--- src/rtl/irq_agg_pkg.sv ---
package irq_agg_pkg;
    localparam int HS_N_DEF  = 4;
    localparam int CT_N_DEF  = 3;
    localparam int AW_DEF    = 4;
    localparam int DW_DEF    = 8;
    localparam int SYNC_DEF  = 2;
    localparam logic [3:0] EN_OFS = 4'hC;
    localparam logic [3:0] ST_OFS = 4'hD;

    typedef enum logic [1:0] {
        SRC_OFF   = 2'd0,
        SRC_ARMED = 2'd1,
        SRC_PEND  = 2'd2
    } src_state_e;
endpackage

--- src/rtl/irq_sync.sv ---
module irq_sync #(
    parameter int W      = 7,
    parameter int STAGES = 2
) (
    input  logic         clk,
    input  logic         rst_n,
    input  logic [W-1:0] din,
    output logic [W-1:0] dout
);
    logic [STAGES-1:0][W-1:0] pipe;

    always_ff @(posedge clk or negedge rst_n) begin
        if (!rst_n) pipe[0] <= '0;
        else        pipe[0] <= din;
    end

    for (genvar s = 1; s < STAGES; s++) begin : g_stage
        always_ff @(posedge clk or negedge rst_n) begin
            if (!rst_n) pipe[s] <= '0;
            else        pipe[s] <= pipe[s-1];
        end
    end

    assign dout = pipe[STAGES-1];
endmodule

--- src/rtl/irq_src_fsm.sv ---
module irq_src_fsm
    import irq_agg_pkg::*;
(
    input  logic clk,
    input  logic rst_n,
    input  logic en,
    input  logic act,
    output logic pend
);
    src_state_e state, nxt;
    logic act_q;
    logic rise;

    assign rise = act & ~act_q;

    always_ff @(posedge clk or negedge rst_n) begin
        if (!rst_n) begin
            state <= SRC_OFF;
            act_q <= 1'b0;
        end else begin
            state <= nxt;
            act_q <= act;
        end
    end

    always_comb begin
        nxt = state;
        unique case (state)
            SRC_OFF: begin
                if (en) nxt = rise ? SRC_PEND : SRC_ARMED;
            end
            SRC_ARMED: begin
                if (!en)       nxt = SRC_OFF;
                else if (rise) nxt = SRC_PEND;
            end
            SRC_PEND: begin
                if (!en) nxt = SRC_OFF;
            end
            default: nxt = SRC_OFF;
        endcase
    end

    always_comb begin
        pend = (state == SRC_PEND);
    end
endmodule

--- src/rtl/irq_host_regs.sv ---
module irq_host_regs
    import irq_agg_pkg::*;
#(
    parameter int SRC_N = 7,
    parameter int AW    = 4,
    parameter int DW    = 8
) (
    input  logic             clk,
    input  logic             rst_n,
    input  logic [AW-1:0]    bus_addr,
    input  logic             bus_wr,
    input  logic [DW-1:0]    bus_wdata,
    input  logic [SRC_N-1:0] pend,
    output logic [SRC_N-1:0] en_q,
    output logic [DW-1:0]    bus_rdata
);
    localparam logic [AW-1:0] EN_A = AW'(EN_OFS);
    localparam logic [AW-1:0] ST_A = AW'(ST_OFS);

    always_ff @(posedge clk or negedge rst_n) begin
        if (!rst_n)                           en_q <= '0;
        else if (bus_wr && bus_addr == EN_A)  en_q <= bus_wdata[SRC_N-1:0];
    end

    always_comb begin
        bus_rdata = '0;
        if (bus_addr == EN_A)      bus_rdata = DW'(en_q);
        else if (bus_addr == ST_A) bus_rdata = DW'(pend);
    end
endmodule

--- src/rtl/irq_aggregator.sv ---
module irq_aggregator
    import irq_agg_pkg::*;
#(
    parameter int HS_N        = HS_N_DEF,
    parameter int CT_N        = CT_N_DEF,
    parameter int AW          = AW_DEF,
    parameter int DW          = DW_DEF,
    parameter int SYNC_STAGES = SYNC_DEF
) (
    input  logic            clk,
    input  logic            rst_n,
    input  logic [AW-1:0]   bus_addr,
    input  logic            bus_wr,
    input  logic [DW-1:0]   bus_wdata,
    output logic [DW-1:0]   bus_rdata,
    input  logic [HS_N-1:0] hs_req_i,
    input  logic [CT_N-1:0] ctr_out_i,
    input  logic [CT_N-1:0] ctr_pol_i,
    output logic            irq_o
);
    localparam int SRC_N = HS_N + CT_N;

    logic [SRC_N-1:0] raw_sync;
    logic [SRC_N-1:0] act;
    logic [SRC_N-1:0] pend;
    logic [SRC_N-1:0] en_q;

    irq_sync #(.W(SRC_N), .STAGES(SYNC_STAGES)) u_sync (
        .clk  (clk),
        .rst_n(rst_n),
        .din  ({ctr_out_i, hs_req_i}),
        .dout (raw_sync)
    );

    // handshake lines are active high; counter lines follow their polarity bit
    assign act = {~(raw_sync[SRC_N-1:HS_N] ^ ctr_pol_i), raw_sync[HS_N-1:0]};

    for (genvar i = 0; i < SRC_N; i++) begin : g_src
        irq_src_fsm u_fsm (
            .clk  (clk),
            .rst_n(rst_n),
            .en   (en_q[i]),
            .act  (act[i]),
            .pend (pend[i])
        );
    end

    irq_host_regs #(.SRC_N(SRC_N), .AW(AW), .DW(DW)) u_regs (
        .clk      (clk),
        .rst_n    (rst_n),
        .bus_addr (bus_addr),
        .bus_wr   (bus_wr),
        .bus_wdata(bus_wdata),
        .pend     (pend),
        .en_q     (en_q),
        .bus_rdata(bus_rdata)
    );

    assign irq_o = |pend;
endmodule

--- config.mk ---
export PLATFORM = sky130hd
export DESIGN_NAME = irq_aggregator
export DESIGN_NICKNAME = d
export VERILOG_FILES = /design/src/rtl/irq_agg_pkg.sv /design/src/rtl/irq_sync.sv /design/src/rtl/irq_src_fsm.sv /design/src/rtl/irq_host_regs.sv /design/src/rtl/irq_aggregator.sv
export SDC_FILE = /design/constraint.sdc
export NUM_CORES = 1
export LEC_CHECK = 0
export ABC_AREA = 1
export BUFFER_PORTS_ARGS = -buffer_cell sky130_fd_sc_hd__buf_2
export CAP_MARGIN = 0
export CORE_AREA = 8 8 82 77
export CTS_CLUSTER_SIZE = 28
export DETAILED_ROUTE_END_ITERATION = 12
export DIE_AREA = 0 0 90 85
export GPL_TIMING_DRIVEN = 0
export RECOVER_POWER = 50
export SETUP_SLACK_MARGIN = 0.02
export SYNTH_ARGS = -nofsm -noshare
export SYNTH_HDL_FRONTEND = slang
export SYNTH_SLANG_ARGS = --single-unit
export TNS_END_PERCENT = 20
--- constraint.sdc ---
create_clock -name clk -period 0.8 [get_ports clk]
set_input_delay 0 -clock clk [delete_from_list [all_inputs] [get_ports clk]]
set_output_delay 0 -clock clk [all_outputs]
set_load 0.01 [all_outputs]
==> flow_metrics.py <==
metrics = {
    "timing": {
        "finalHoldViolCount": 42,
        "max_clock_freq_mhz": 864,
        "worst_hold_slack_ns": -0.142,
        "worst_pin_slew_ns": 0.989,
        "slew_headroom": 0.340,
        "post-route-period-util": 1.45,
        "clock_skew_ns": 0.00247,
        "period_minus_slack_ns": 1.16,
        "slew_violations": 0,
        "rsz0062_at_grt": "yes",
        "worst_slack_ns": -0.357,
        "setup_viol": 15,
    },
    "cells_and_area": {
        "design_area_um2": 2300,
        "regArea_um2": 1050,
        "area_delta_synth_final_pct": 37.2,
        "final_util": 0.460,
        "multi_input_area_um2": 542,
        "diodes": 0,
        "final_cell_count_no_fill": 307,
        "layout-drive-gt1-share": 0.346,
        "nNetsFinal": 264,
        "fill_cells": 480,
    },
    "global_routing": {
        "globalRouteOverflowTotal": 0,
        "grt_pass1_wl_um": 6120,
        "grt_max_degree": 43,
        "antenna_found_initial": 0,
        "gr-usage-all-layers": 0.0972,
        "grt_pass1_vias": 1463,
    },
    "yosys": {
        "avgSynthCellArea_um2": 9.43,
        "synth_edf_count": 0,
        "synth_nets": 203,
        "synthTopCellsByArea": "dfrtp_1 (63%), nand2_1 (11%), inv_1 (6.7%)",
        "yosysMostFrequentCell": "nand2_1",
        "yosys_most_used_dff": "dfrtp_1",
        "ys_seq_area_frac": 0.626,
        "ys_ff_latch": 42,
        "async_flop_share": 1.00,
        "synth_area_um2": 1680,
        "yosys_warnings": 0,
        "yosysTopAreaCellShare": 0.626,
        "yosys.area.top_type": "dfrtp_1",
        "ys_types": 20,
        "synth_commonest_cells": "nand2_1 (50), dfrtp_1 (42), inv_1 (30)",
        "syn_inst": 178,
    },
    "clock_network": {
        "clock_sinks": 42,
        "cts_tree": "done",
        "cts_max_path_buffers": 2,
        "clkLatencyLatePin_ns": 0.29,
        "cts-root-buf": "clkbuf_8",
        "path_clk_slew_ns": 0.07,
        "hold_buffers": 17,
        "cts_buffers": 5,
        "htree_levels": 2,
    },
    "placement": {
        "numPlacedInstances": 275,
        "dpl_worst_slack_ns": -0.0731,
        "finalWeightedCongestion": 0.683,
        "numPortBuffers": 30,
        "dpl.hpwl_um": 2350,
        "placed_area_um2": 1910,
    },
    "status": {
        "status": "finished, violations left",
        "violations": "hold timing, setup timing",
    },
    "run": {
        "drv_cap": 0,
    },
    "floorplan": {
        "num_rows": 25,
        "design.core.area_um2": 5000,
        "ioPinCount": 34,
        "fp.dieH_um": 85,
        "die-area_um2": 7650,
        "die_w_um": 90,
        "start_util": 0.335,
    },
    "worst_setup_path": {
        "r2r_cells": 5,
        "reg2reg_to": "g_src[2].u_fsm.state[1]",
        "path_class": "reg -> out",
        "startpoint_type": "flop",
        "cp.required_ns": 0.80,
        "end_kind": "output pin",
        "critPathMaxFanout": 2,
        "arrival_ns": 1.16,
        "reg2reg_slack_ns": -0.12,
        "worstReg2RegStart": "g_src[2].u_fsm.state[1]",
    },
    "power_and_ir_drop": {
        "leakage_uw": 0.00121,
        "power_density_nw_per_um2": 2030,
        "p_total_uw": 4670,
        "ir_drop_mv": 1.34,
    },
    "routing": {
        "drc": 0,
        "wl_per_cell_um": 11.0,
        "wl_um": 3390,
        "drtIter0Drc": 54,
        "via_per_inst": 4.25,
        "vias": 1306,
        "drt_pass1_iterations": 4,
        "postRouteAntennaNets": 0,
    },
    "min_path": {
        "hold_path_class": "in -> async",
    },
}
worst max-delay path by stage:
stage	startpoint	endpoint	slack (ns)	depth (start not counted)
after floorplan	u_sync.dout[4]	g_src[4].u_fsm.state[0]	0.06	6
after global placement	g_src[5].u_fsm.state[1]	irq_o	-0.07	5
after detailed placement	g_src[5].u_fsm.state[1]	irq_o	-0.07	5
after CTS	g_src[4].u_fsm.state[1]	irq_o	-0.34	5
after global routing	g_src[2].u_fsm.state[1]	irq_o	-0.43	5
final	g_src[6].u_fsm.state[1]	irq_o	-0.36	5
flip-flops by register name (all words and copies together), names as in the netlist:
| register | cells |
|---|---|
| u_sync.pipe | 7 |
| u_regs.en_q | 7 |
| g_src.u_fsm.state | 14 |
| g_src.u_fsm.act_q | 7 |
| u_sync.dout | 7 |
routing by layer:
layer | vias to the layer above | global-route usage | wire [µm]
li1 | 664 | - | -
met1 | 608 | 0.104 | 1530
met2 | 27 | 0.170 | 1620
met3 | 7 | 0.0414 | 194
met4 | 0 | 0.0287 | 48
met5 | - | 0 | 0
power breakdown:
group / switching, µW / leakage, µW / internal, µW
Combinational: 441 / 0.000641 / 357
Sequential: 145 / 0.000522 / 2350
Clock: 682 / 0.0000472 / 692
final cells by class:
class	count	share of cell area
repair buffers	54	0.166
multi-input cells	101	0.235
well taps	67	0.0364
plain buffers	4	0.0136
clock inverters	2	0.00543
inverters	31	0.0505
flip-flops and latches	42	0.457
clock buffers	6	0.0359
kinds of logic after synthesis:
kind of cell	synth area share
AND/OR/NAND/NOR	0.234
other	0.00223
buffers and inverters	0.0880
flip-flops	0.626
AO/OA/AOI/OAI	0.0492
worst max-delay path, stage by stage, from the launching register on:
cell,delay [ns]
dfrtp_1,0.41
nand2_2,0.10
nand2_1,0.06
nor2_1,0.08
nand2_1,0.08
buf_2,0.14
metrics by stage:
stage | setup TNS (ns) | hold slack, ns
final | -2.40 | -0.142
after global routing | -3.49 | -0.0376
after CTS | -2.36 | -0.132
after detailed placement | -0.173 | 0.110
after global placement | -0.255 | 0.109
after floorplan | 0 | -0.296
placed cells by master (no fill, tap or decap):
cell type,n
clkinvlp_4,1
clkbuf_8,6
clkinv_2,1
o21ai_1,1
buf_6,3
nand3_2,2
dlygate4sd3_1,17
conb_1,1
buf_4,8
nor2_2,3
nor3_2,1
clkbuf_2,1
a21boi_0,1
nand2_2,11
nand4_1,7
nand3_1,16
buf_2,29
nor2_4,4
o21ai_2,6
a21oi_1,2
inv_1,24
dfrtp_1,42
a21boi_1,1
nand2_1,40
nor2_1,5
inv_2,7
repair_timing:
item,4_1_cts,5_1_grt
resized for setup,23,7
endpoints found under the hold margin,59,42
setup endpoints to repair,14,20
pin swaps,15,4
gates cloned,0,0
buffers inserted,5,2
(Power assumes the default switching activity.)
